==> src/rtl/sd8_pkg.sv <==
package sd8_pkg;
    localparam int DIGIT_W = 4;
    localparam int PSUM_W  = DIGIT_W + 1;

    typedef logic signed [DIGIT_W-1:0] digit_t;
    typedef logic signed [PSUM_W-1:0]  psum_t;
    typedef logic signed [1:0]         xfer_t;

    localparam digit_t DIGIT_MAX = 4'sd4;
    localparam digit_t DIGIT_MIN = -4'sd5;

    function automatic logic digit_ok(input digit_t d);
        return (d >= DIGIT_MIN) && (d <= DIGIT_MAX);
    endfunction
endpackage

==> src/rtl/sd8_split.sv <==
// Splits a position sum into an interim digit in [-4,3] and a one-place transfer.
module sd8_split
    import sd8_pkg::*;
(
    input  psum_t  pos_sum,
    output digit_t interim,
    output xfer_t  xfer
);
    psum_t rem;

    always_comb begin
        if (pos_sum >= 5'sd4)
            xfer = 2'sd1;
        else if (pos_sum <= -5'sd5)
            xfer = -2'sd1;
        else
            xfer = 2'sd0;
        rem     = pos_sum - psum_t'({xfer, 3'b000});
        interim = rem[DIGIT_W-1:0];
    end
endmodule

==> src/rtl/sd8_merge.sv <==
// Adds the transfer from the position below to an interim digit.
module sd8_merge
    import sd8_pkg::*;
(
    input  digit_t interim,
    input  xfer_t  xfer_in,
    output digit_t sum_digit
);
    psum_t total;

    always_comb begin
        total     = psum_t'(interim) + psum_t'(xfer_in);
        sum_digit = total[DIGIT_W-1:0];
    end
endmodule

==> src/rtl/sd8_adder.sv <==
module sd8_adder
    import sd8_pkg::*;
#(
    parameter int N_DIGITS = 5
) (
    input  logic                                clk,
    input  logic                                rst_n,
    input  logic                                in_valid,
    input  logic [N_DIGITS*DIGIT_W-1:0]         a_digits,
    input  logic [N_DIGITS*DIGIT_W-1:0]         b_digits,
    output logic                                out_valid,
    output logic [(N_DIGITS+1)*DIGIT_W-1:0]     sum_digits,
    output logic                                digit_err
);
    localparam int OUT_W = (N_DIGITS + 1) * DIGIT_W;

    typedef struct packed {
        logic             valid;
        logic             err;
        logic [OUT_W-1:0] sum;
    } state_t;

    state_t state_d, state_q;

    digit_t           interim [N_DIGITS];
    xfer_t            xfer    [N_DIGITS];
    logic [N_DIGITS-1:0] ok_a, ok_b;
    logic [OUT_W-1:0] sum_vec;

    for (genvar g = 0; g < N_DIGITS; g++) begin : g_pos
        digit_t da, db, dsum;
        psum_t  psum;
        xfer_t  xin;

        assign da   = digit_t'(a_digits[g*DIGIT_W +: DIGIT_W]);
        assign db   = digit_t'(b_digits[g*DIGIT_W +: DIGIT_W]);
        assign psum = psum_t'(da) + psum_t'(db);
        assign ok_a[g] = digit_ok(da);
        assign ok_b[g] = digit_ok(db);

        sd8_split u_split (
            .pos_sum (psum),
            .interim (interim[g]),
            .xfer    (xfer[g])
        );

        if (g == 0) begin : g_lsd
            assign xin = 2'sd0;
        end else begin : g_upper
            assign xin = xfer[g-1];
        end

        sd8_merge u_merge (
            .interim   (interim[g]),
            .xfer_in   (xin),
            .sum_digit (dsum)
        );

        assign sum_vec[g*DIGIT_W +: DIGIT_W] = dsum;
    end

    assign sum_vec[N_DIGITS*DIGIT_W +: DIGIT_W] = digit_t'(xfer[N_DIGITS-1]);

    always_comb begin
        state_d       = state_q;
        state_d.valid = in_valid;
        if (in_valid) begin
            state_d.err = ~(&ok_a & &ok_b);
            state_d.sum = sum_vec;
        end
    end

    always_ff @(posedge clk or negedge rst_n) begin
        if (!rst_n)
            state_q <= '0;
        else
            state_q <= state_d;
    end

    assign out_valid  = state_q.valid;
    assign sum_digits = state_q.sum;
    assign digit_err  = state_q.err;
endmodule

==> config.mk <==
export PLATFORM = sky130hd
export DESIGN_NAME = sd8_adder
export DESIGN_NICKNAME = d
export VERILOG_FILES = /design/src/rtl/sd8_pkg.sv /design/src/rtl/sd8_split.sv /design/src/rtl/sd8_merge.sv /design/src/rtl/sd8_adder.sv
export SDC_FILE = /design/constraint.sdc
export NUM_CORES = 1
export LEC_CHECK = 0
export CAP_MARGIN = 20
export CORE_ASPECT_RATIO = 0.9
export CORE_MARGIN = 2
export CORE_UTILIZATION = 40
export CTS_CLUSTER_SIZE = 10
export DETAILED_ROUTE_END_ITERATION = 16
export DONT_BUFFER_PORTS = 1
export PLACE_DENSITY = 0.63
export SLEW_MARGIN = 20
export SYNTH_ARGS = -nofsm -noshare
export SYNTH_HDL_FRONTEND = slang
export SYNTH_SLANG_ARGS = --single-unit
==> constraint.sdc <==
create_clock -name clk -period 1.95 [get_ports clk]
set_input_delay 0.195 -clock clk [delete_from_list [all_inputs] [get_ports clk]]
set_output_delay 0.195 -clock clk [all_outputs]
set_load 0.03 [all_outputs]
==> summary.txt <==
Flow run
  • Max-capacitance violation count: 0

Global route
  • First-pass GRT wire length: 13600 um
  • Aggregate global routing overflow: 0
  • Maximum number of pins on one net before global-route repair: 33
  • Antenna violations before repair: 0
  • Total routing usage reported by global routing: 20.9%
  • Number of global-route vias before repair: 2936

Synthesis
  • Dominant cells by area after synthesis: sky130_fd_sc_hd__dfrtp_1 (20%), sky130_fd_sc_hd__ha_1 (17%), sky130_fd_sc_hd__a21oi_1 (6.1%), sky130_fd_sc_hd__inv_1 (4.8%), sky130_fd_sc_hd__xnor2_1 (4.7%)
  • Async set-reset flop share out of synthesis: 100%
  • Syn nets: 441
  • Synthesized-area fraction occupied by and/or/nand/nor cells: 11.3%
  • Multiplexer share of the synthesized area: 6.20%
  • Mean cell area of the mapped netlist: 8.40 um^2
  • Most used DFF post-synth: sky130_fd_sc_hd__dfrtp_1
  • Proportion of netlist area held by the largest area contributor: 20.2%
  • Adder and majority cell fraction of the synthesized area: 20.2%
  • Number of enable-type register cells in the synthesized netlist: 0
  • Most common cell in the synthesized netlist: sky130_fd_sc_hd__ha_1
  • Synthesized flop and latch total: 24
  • Netlist Area Pre-Place: 2970 um^2
  • Combinational family with the most area after synthesis: compound AO/OA/AOI/OAI gates
  • Post-Syn Instances: 353
  • Post-synthesis cell type count: 49
  • Sequential cell area fraction in the yosys report: 20.2%
  • Post-synthesis cell type with the largest combined area: sky130_fd_sc_hd__dfrtp_1
  • Share of the synthesized area in compound gates (AO/OA/AOI/OAI): 24.9%
  • Synth warnings: 0
  • Commonest cells in the netlist: sky130_fd_sc_hd__ha_1 (40), sky130_fd_sc_hd__inv_1 (38), sky130_fd_sc_hd__a21oi_1 (36)
  • Post-Synth XOR/XNOR Area: 8.44%

Floorplan
  • Die boundary height: 85.7 um
  • Overall die area: 8120 um^2
  • Std-Cell Core Area: 7110 um^2
  • Number of cell rows: 29
  • Starting density of the core: 41.7%
  • Number of I/O pins: 69
  • Die Wd: 94.8 um

CTS
  • Clk slew on worst S/H paths: 100 ps
  • Number of buffers created by CTS: 3
  • Clock network latency to the later pin of the worst-skew pair: 280 ps
  • Clk Tree Root Cell: sky130_fd_sc_hd__clkbuf_8
  • Maximum level of the CTS H-tree: 1
  • TritonCTS clock tree: yes
  • CTS sink count: 24
  • Number of buffers inserted for hold repair after clock tree synthesis: 3
  • Number of buffers on the longest clock path: 2

Placed design
  • Final estimated routing congestion in global placement: 0.866
  • Count of input and output buffers: 0
  • Setup slack after placement: -803 ps
  • Detailed Place HPWL: 6330 um
  • Post-Place Cell Area: 3810 um^2
  • Cell count after placement: 495

Layout
  • Post-route non-filler standard cell count: 511
  • Diode count: 0
  • Fraction of final layout cells sized beyond drive strength 1: 39.5%
  • Final net count: 507
  • Area overhead of the layout relative to synthesis: 42.6%
  • Fillcell total: 632
  • Final instance area: 4230 um^2

Hold path
  • Min-Delay Path Class: in2reg
  • Startpoint of the lowest-slack hold path: in_valid

Outcome
  • Violations in the final reports: negative hold slack, negative setup slack
  • Outcome: finished, violations left

Worst setup path
  • Startpoint of the most critical setup path: a_digits[12]
  • Element type at the critical path start: input port
  • Startpoint-to-endpoint class of the critical path: in2reg
  • Arrival time worst endpoint: 2590 ps
  • Worst EP required: 2120 ps
  • Source of the worst register-to-register timing path: sum_digits[2]$_DFFE_PN0P_
  • Crit path max fanout: 3
  • Endpoint type of the worst setup path: register

STA
  • Worst clock skew on the final layout: 0 ps
  • Final slew viol count: 0
  • Unrepaired setup endpoints after global routing: true
  • Highest clock rate: 413 MHz
  • Final worst hold slack: -59.7 ps
  • Setup-violating endpoint count in the final report: 9
  • Worst max-slew margin expressed relative to the limit: 69.1%
  • Worst Slack Setup Final: -471 ps
  • Slew at the pin closest to its max-slew limit: 461 ps
  • Clock period minus worst slack: 2420 ps
  • Final Cycle Share: 124%
  • Number of failing hold endpoints at the final stage: 2

Drt
  • Mean routed wirelength per cell: 16.1 um
  • Detailed Route WL: 8250 um
  • Total number of vias: 2860
  • Number of DRC markers in iteration 0: 82
  • Via density per instance: 5.60
  • Total iterations of the first detailed-routing run: 4
  • Remaining antenna violation count after routing: 0
  • Remaining DRCs: 0

Power
  • Peak supply drop: 451 uV
  • Lkg Pwr: 1.83 nW
  • PD cells: 863 nW/um^2
-- stage by stage --
step | utilization (%) | setup TNS, ps | hold WS [ps] | power (mW)
global route | 59.5 | -2980 | -79.9 | 3.92
detailed placement | 53.6 | -6320 | -100 | 2.83
floorplan | - | -4180 | -101 | 2.38
CTS | 58.2 | -2080 | -66.9 | 3.54
finish | 59.5 | -2200 | -59.7 | 3.65
global placement | 53.6 | -5720 | -99.9 | 2.77
-- state kept, by name (all words and copies together) (netlist names) --
register and cells:
digit_err 1, out_valid 1, sum_digits 22
-- layer usage --
| layer | vias up | global-route usage, % | part of all wire, % |
|---|---|---|---|
| li1 | 1399 | - | - |
| met4 | 0 | 3.69 | 0.81 |
| met1 | 1367 | 27.4 | 44 |
| met3 | 8 | 3.78 | 5.9 |
| met2 | 86 | 36.3 | 49 |
| met5 | - | 0 | 0 |
-- where the power goes --
| group | leakage, nW | total (mW) | internal [mW] | switching [mW] |
|---|---|---|---|---|
| clock | 0.0357 | 0.462 | 0.275 | 0.187 |
| sequential | 0.275 | 1.16 | 0.669 | 0.491 |
| combinational | 1.51 | 2.03 | 1.16 | 0.865 |
| total | 1.83 | 3.65 | 2.11 | 1.54 |
-- cell families (layout without fill, tap and decap cells) --
family | Yosys count | in the layout
and+or+nand+nor | 70 | 70
AOI/OAI and AO/OA | 112 | 112
muxes | 17 | 17
buffers and inverters | 58 | 123
DFF | 24 | 24
xor gates and xnor gates | 27 | 27
adders and majority gates | 45 | 45
-- worst max-delay path, cell delays in order --
cell,delay [ps]
sky130_fd_sc_hd__ha_4,110
sky130_fd_sc_hd__inv_2,30
sky130_fd_sc_hd__fa_2,400
sky130_fd_sc_hd__xor2_2,170
sky130_fd_sc_hd__or4_4,430
sky130_fd_sc_hd__a31o_4,260
sky130_fd_sc_hd__ha_4,160
sky130_fd_sc_hd__nand2b_4,140
sky130_fd_sc_hd__a21oi_4,150
sky130_fd_sc_hd__xor2_2,170
sky130_fd_sc_hd__xnor2_1,150
sky130_fd_sc_hd__xnor2_1,140
sky130_fd_sc_hd__a21oi_1,80
-- worst paths after layout --
| path | end | slack (ps) | cells past startpoint |
|---|---|---|---|
| min reg2reg | sum_digits[17]$_DFFE_PN0P_ | 690 | 2 |
| max in group asynchronous | out_valid$_DFF_PN0_ | 1460 | 2 |
| min in group asynchronous | sum_digits[21]$_DFFE_PN0P_ | 330 | 2 |
| max reg2reg | sum_digits[2]$_DFFE_PN0P_ | 580 | 3 |
| max | sum_digits[19]$_DFFE_PN0P_ | -470 | 13 |
| min | out_valid$_DFF_PN0_ | -60 | 0 |
-- cells in the final DEF, fill, tap and decap left out, types with 6 or more instances in the layout --
cell type                  synthesis  routed
sky130_fd_sc_hd__inv_2             0       9
sky130_fd_sc_hd__xnor2_1          16      11
sky130_fd_sc_hd__nand2b_1         11       8
sky130_fd_sc_hd__buf_6             1      10
sky130_fd_sc_hd__ha_4              0      16
sky130_fd_sc_hd__mux2_4            0       8
sky130_fd_sc_hd__buf_4             3      68
sky130_fd_sc_hd__a211oi_1         16      14
sky130_fd_sc_hd__ha_1             40      20
sky130_fd_sc_hd__mux2i_1           6       6
sky130_fd_sc_hd__xor2_1           10       7
sky130_fd_sc_hd__nand2_1          22      21
sky130_fd_sc_hd__dfrtp_1          24      24
sky130_fd_sc_hd__o21ai_0          23      20
sky130_fd_sc_hd__nor2_1           19      16
sky130_fd_sc_hd__inv_1            38      28
sky130_fd_sc_hd__a21oi_1          36      31
-- final cells by class --
| cell class | count | area [um^2] | area share, % |
|---|---|---|---|
| tap | 93 | 116 | 2.75 |
| multi-input combinational | 271 | 2630 | 62.3 |
| clock inverter | 1 | 30.0 | 0.710 |
| clock buffer | 3 | 41.3 | 0.976 |
| timing repair buffer | 81 | 663 | 15.7 |
| sequential | 24 | 601 | 14.2 |
| inverter | 38 | 145 | 3.43 |
-- repair_timing --
action	in CTS	in global routing
pin swaps	31	4
buffers inserted	8	2
endpoints found under the hold margin	33	7
resized for setup	32	14
endpoints found under the setup margin	9	10
No activity file was read; power rests on OpenSTA's default activity.
